[config.mk]
export PLATFORM = sky130hd
export DESIGN_NAME = rtc_calendar
export DESIGN_NICKNAME = d
export VERILOG_FILES = /design/src/rtl/rtc_pkg.sv /design/src/rtl/rtc_time_inc.sv /design/src/rtl/rtc_alarm_cmp.sv /design/src/rtl/rtc_calendar.sv
export SDC_FILE = /design/constraint.sdc
export NUM_CORES = 1
export LEC_CHECK = 0
export ABC_AREA = 1
export BUFFER_PORTS_ARGS = -buffer_cell sky130_fd_sc_hd__buf_2
export CAP_MARGIN = 40
export CORE_MARGIN = 5
export CORE_UTILIZATION = 50
export CTS_CLUSTER_SIZE = 28
export DETAILED_ROUTE_END_ITERATION = 7
export PLACE_DENSITY = 0.79
export SLEW_MARGIN = 20
export SYNTH_ARGS = -nofsm -noshare
export SYNTH_HDL_FRONTEND = slang
export SYNTH_SLANG_ARGS = --single-unit
[constraint.sdc]
create_clock -name clk_i -period 4.55 [get_ports clk_i]
set_input_delay 0.455 -clock clk_i [delete_from_list [all_inputs] [get_ports clk_i]]
set_output_delay 0.455 -clock clk_i [all_outputs]
set_load 0.05 [all_outputs]
[src/rtl/rtc_pkg.sv]
package rtc_pkg;
  localparam int TIME_W     = 32;
  localparam int NUM_FIELDS = 6;
  localparam int YR_TOP     = 63;

  typedef struct packed {
    logic [5:0] yr;
    logic [3:0] mon;
    logic [4:0] day;
    logic [4:0] hr;
    logic [5:0] mn;
    logic [5:0] sc;
  } rtc_time_t;

  function automatic int fld_lsb(input int idx);
    case (idx)
      0: return 0;
      1: return 6;
      2: return 12;
      3: return 17;
      4: return 22;
      5: return 26;
      default: return TIME_W;
    endcase
  endfunction

  function automatic logic [4:0] month_len(input logic [3:0] mon, input logic [5:0] yr);
    case (mon)
      4'd2: return (yr[1:0] == 2'd0) ? 5'd29 : 5'd28;
      4'd4, 4'd6, 4'd9, 4'd11: return 5'd30;
      default: return 5'd31;
    endcase
  endfunction

  function automatic rtc_time_t base_time(input logic h12);
    rtc_time_t t;
    t     = '0;
    t.day = 5'd1;
    t.mon = 4'd1;
    t.hr  = h12 ? 5'd12 : 5'd0;
    return t;
  endfunction
endpackage

[src/rtl/rtc_time_inc.sv]
module rtc_time_inc
  import rtc_pkg::*;
(
  input  rtc_time_t cur_i,
  input  logic      h12_i,
  output rtc_time_t nxt_o,
  output logic      wrap_o
);
  logic sc_c, mn_c, hr_top, day_c, mon_c, yr_c;
  logic [3:0] hr_lo;

  assign hr_lo  = cur_i.hr[3:0];
  assign sc_c   = (cur_i.sc == 6'd59);
  assign mn_c   = sc_c && (cur_i.mn == 6'd59);
  assign hr_top = h12_i ? (cur_i.hr == 5'h1B) : (cur_i.hr == 5'd23);
  assign day_c  = mn_c && hr_top;
  assign mon_c  = day_c && (cur_i.day == month_len(cur_i.mon, cur_i.yr));
  assign yr_c   = mon_c && (cur_i.mon == 4'd12);
  assign wrap_o = yr_c && (cur_i.yr == 6'(YR_TOP));

  always_comb begin
    nxt_o    = cur_i;
    nxt_o.sc = sc_c ? 6'd0 : cur_i.sc + 6'd1;
    if (sc_c) nxt_o.mn = mn_c ? 6'd0 : cur_i.mn + 6'd1;
    if (mn_c) begin
      if (!h12_i)             nxt_o.hr = hr_top ? 5'd0 : cur_i.hr + 5'd1;
      else if (hr_lo == 4'd11) nxt_o.hr = {~cur_i.hr[4], 4'd12};
      else if (hr_lo == 4'd12) nxt_o.hr = {cur_i.hr[4], 4'd1};
      else                     nxt_o.hr = {cur_i.hr[4], hr_lo + 4'd1};
    end
    if (day_c) nxt_o.day = mon_c ? 5'd1 : cur_i.day + 5'd1;
    if (mon_c) nxt_o.mon = yr_c ? 4'd1 : cur_i.mon + 4'd1;
    if (yr_c)  nxt_o.yr  = cur_i.yr + 6'd1;
  end
endmodule

[src/rtl/rtc_alarm_cmp.sv]
module rtc_alarm_cmp
  import rtc_pkg::*;
#(
  parameter int SEL_W = 3
) (
  input  logic [TIME_W-1:0] cur_i,
  input  logic [TIME_W-1:0] alarm_i,
  input  logic [SEL_W-1:0]  sel_i,
  output logic              match_o
);
  logic [NUM_FIELDS-1:0] eq, need;
  logic sel_ok;

  for (genvar g = 0; g < NUM_FIELDS; g++) begin : g_fld
    localparam int LO = fld_lsb(g);
    localparam int HI = fld_lsb(g + 1) - 1;
    assign eq[g]   = (cur_i[HI:LO] == alarm_i[HI:LO]);
    assign need[g] = (int'(sel_i) > g);
  end

  assign sel_ok  = (sel_i != '0) && (int'(sel_i) <= NUM_FIELDS);
  assign match_o = sel_ok && (&(eq | ~need));
endmodule

[src/rtl/rtc_calendar.sv]
module rtc_calendar
  import rtc_pkg::*;
#(
  parameter int SEL_W = 3
) (
  input  logic              clk_i,
  input  logic              rst_ni,
  input  logic              en_i,
  input  logic              tick_i,
  input  logic              h12_wr_i,
  input  logic              h12_i,
  input  logic              time_we_i,
  input  logic [TIME_W-1:0] time_wdata_i,
  input  logic [TIME_W-1:0] alarm_i,
  input  logic [SEL_W-1:0]  mask_sel_i,
  input  logic              match_clr_i,
  input  logic [1:0]        flag_clr_i,
  output logic [TIME_W-1:0] time_o,
  output logic              h12_o,
  output logic              ovf_o,
  output logic              alarm_o
);
  rtc_time_t cnt_q, cnt_nxt;
  logic tick_q, adv, wrap, match, ovf_set, alm_set;
  logic h12_q, ovf_q, alm_q;

  rtc_time_inc u_inc (
    .cur_i  (cnt_q),
    .h12_i  (h12_q),
    .nxt_o  (cnt_nxt),
    .wrap_o (wrap)
  );

  rtc_alarm_cmp #(.SEL_W(SEL_W)) u_cmp (
    .cur_i   (cnt_q),
    .alarm_i (alarm_i),
    .sel_i   (mask_sel_i),
    .match_o (match)
  );

  // write wins over tick: no advance, no flag
  assign adv     = en_i && tick_i && !tick_q && !time_we_i;
  assign alm_set = adv && match;
  assign ovf_set = adv && (wrap || (match && match_clr_i));

  always_ff @(posedge clk_i or negedge rst_ni) begin
    if (!rst_ni) begin
      tick_q <= 1'b0;
      h12_q  <= 1'b0;
      cnt_q  <= base_time(1'b0);
      ovf_q  <= 1'b0;
      alm_q  <= 1'b0;
    end else begin
      tick_q <= tick_i;
      if (h12_wr_i && !en_i) h12_q <= h12_i;
      if (time_we_i)  cnt_q <= rtc_time_t'(time_wdata_i);
      else if (adv)   cnt_q <= (match && match_clr_i) ? base_time(h12_q) : cnt_nxt;
      ovf_q <= (ovf_q & ~flag_clr_i[0]) | ovf_set;
      alm_q <= (alm_q & ~flag_clr_i[1]) | alm_set;
    end
  end

  assign time_o  = cnt_q;
  assign h12_o   = h12_q;
  assign ovf_o   = ovf_q;
  assign alarm_o = alm_q;
endmodule

==> flow_summary.yaml <==
floorplan:
  fp.dieH_um: 92.7
  io_pins: 112
  initial_core_util_pct: 50.9
  core_sq_um: 6720
  die_w_um: 92.7
  dieArea_sq_um: 8600
  num_rows: 30
synthesis:
  synth_top_area_cell: "nand2_1"
  syn_area_sq_um: 3420
  syn_nets: 641
  synth_ff_type: "dfrtp_1"
  ys_seq_area_share_pct: 26.4
  ys_ff_latch: 36
  yosysUniqueCellTypes: 42
  synth_edf_count: 0
  synth_top_area_share_pct: 25.4
  syn_avg_cell_area_sq_um: 6.19
  ys_top_cells_by_area: "nand2_1 25%, dfrtp_1 25%, inv_1 6.5%"
  synth_cells: 553
  synth_common_cells: "232 x nand2_1, 59 x inv_1, 38 x nand3_1"
  synth_warnings: 0
  yosysMostFrequentCell: "nand2_1"
  synthArstFlopShare_pct: 100
sta:
  tns_ns: 0
  finalWorstPathRequiredPeriod_ns: 2.25
  relSlewSlack_pct: 62.1
  holdWs_ns: 0.0902
  clock_skew_ns: 0.00475
  rsz0062_at_grt: "no"
  drv_slew: 0
  post-route-period-util_pct: 49.6
  tightest_slew_ns: 0.569
  fmax_mhz: 443
  hold_viol: 0
  setup_viol: 0
critical_path:
  path_buf_inv: 3
  crit_required_ns: 4.75
  arrival_ns: 2.45
  crit_chain: "buf_2, inv_1, buf_8, nand2_2, o21ai_0, a21oi_1, nand4_1, o211ai_1"
  r2r_slack_ns: 2.32
  critPathLaunchType: "primary input"
  cp_top_family: "buffers and inverters"
  timing.rr.end: "time_o[12]$_DFFE_PN0P_"
  max_stage_delay_ns: 0.45
  r2r-start: "time_o[22]$_DFFE_PN1P_"
  cpMaxStageDelayCell: "buf_2"
  r2r_cells: 13
  worstSetupPathType: "in -> reg"
  endpoint_kind: "register"
  crit_fanout: 30
global_routing:
  grtUsageMet1_pct: 28.5
  grt_util_met2_pct: 39.9
  grt_pass1_wl_um: 16000
  overflow: 0
  grt_max_degree: 37
  grt.busiest_layer: "met2"
  grt_use_total_pct: 22.8
  grt_pass1_vias: 3664
  grt_util_met3_pct: 3.49
  antenna_found_initial: 0
drt:
  drcViolationCount: 0
  drt_first_iter_violations: 182
  ant_nets: 0
  wl_per_cell_um: 12.9
  vias: 3777
  finalWirelength_um: 9490
  avgViaCountPerCell: 5.12
  first_pass_iters: 5
outcome:
  status: "finished clean"
hold_path:
  hold_path.class: "in -> async"
place:
  place_inst: 730
  port_buffers: 111
  gp_congestion: 0.890
  detailed_place_hpwl_um: 7500
finish:
  nNetsFinal: 746
  synthToLayoutAreaGrowth_pct: 20.5
  drive_gt1_share_pct: 26.1
  fillers: 656
  antenna_cells: 0
  stdcell_count: 738
job:
  max-cap-violations: 0
power_and_ir_drop:
  p_leak_nw: 2.49
  peakVddDrop_mv: 0.153
  powerDensity_nw_per_um2: 337
clocking:
  cts_tree: "yes"
  post_cts_resized: 0
  post_cts_buffers: 0
  cts.sink_count: 36
  cts-root-buf: "clkbuf_8"
  ctsHoldBuffers: 0
  clk_pin_slew_worst_paths_ns: 0.07
  cts.path.max_buffers: 2
  htreeDepth: 2
  cts_buffers: 5
  clock_latency_ns: 0.29
==> worst max-delay path by stage <==
stage / from / slack [ns] / endpoint / cells after the start
detailed placement: time_we_i / 2.03 / time_o[4]$_DFFE_PN0P_ / 8
CTS: time_o[22]$_DFFE_PN1P_ / 2.30 / time_o[12]$_DFFE_PN0P_ / 13
finish: time_we_i / 2.30 / time_o[4]$_DFFE_PN0P_ / 8
global placement: time_we_i / 1.91 / time_o[4]$_DFFE_PN0P_ / 7
global route: time_we_i / 2.09 / time_o[4]$_DFFE_PN0P_ / 8
floorplan: time_o[22]$_DFFE_PN1P_ / 2.39 / time_o[28]$_DFFE_PN0P_ / 12
==> placed cells by master, fill, tap and decap left out, types with 7 or more instances in the layout <==
cell	count
ha_1	11
o21ai_0	14
clkbuf_8	7
nor2_1	35
inv_2	21
inv_1	59
xor2_1	15
nand3_1	38
buf_2	111
nand4_1	18
dfrtp_1	34
nand2_1	232
==> metal layers <==
metal / vias to the layer above / part of all wire [%]
met5: - / 0
met4: 0 / 2.5
met3: 18 / 5.9
met2: 109 / 49
met1: 1724 / 42
li1: 1926 / -
==> final cells by class <==
class	count	area [sq um]	share of cell area, %
multi-input cells	418	2110	51.1
flip-flops and latches	36	903	21.9
repair buffers	113	598	14.5
inverters	84	322	7.79
well taps	80	100	2.43
clock buffers	7	96.3	2.33
==> logic make-up after synthesis <==
| family | after synthesis | share of synthesized area, % |
|---|---|---|
| AND/OR/NAND/NOR | 353 | 46.5 |
| buffers and inverters | 99 | 12.1 |
| flip-flops | 36 | 26.4 |
| AO/OA/AOI/OAI | 35 | 6.14 |
| XOR/XNOR | 19 | 4.86 |
| adder cells (fa/ha/maj) | 11 | 4.02 |
==> per-stage QoR <==
| step | instance area (sq um) | power [W] | utilization [%] | worst slack (ns) |
|---|---|---|---|---|
| 3_3_place_gp | 3990 | 0.00113 | 59.3 | 1.91 |
| 4_1_cts | 4100 | 0.00140 | 61.0 | 2.30 |
| 3_5_place_dp | 4000 | 0.00114 | 59.6 | 2.03 |
| 2_1_floorplan | 3420 | 0.000967 | - | 2.39 |
| 6_report | 4130 | 0.00139 | 61.4 | 2.30 |
| 5_1_grt | 4130 | 0.00149 | 61.4 | 2.09 |
==> flip-flops by register name (all words and copies together), names as in the netlist <==
register / count
ovf_o: 1
time_o: 32
alarm_o: 1
h12_o: 1
tick_q: 1
==> power breakdown <==
group	total, W	internal, W	switching, W	leakage, nW
clock network	0.000249	0.000135	0.000114	0.0503
logic	0.000657	0.000209	0.000448	1.99
registers	0.000484	0.000375	0.000109	0.444
Note: power is estimated with default switching activity, not from simulation.
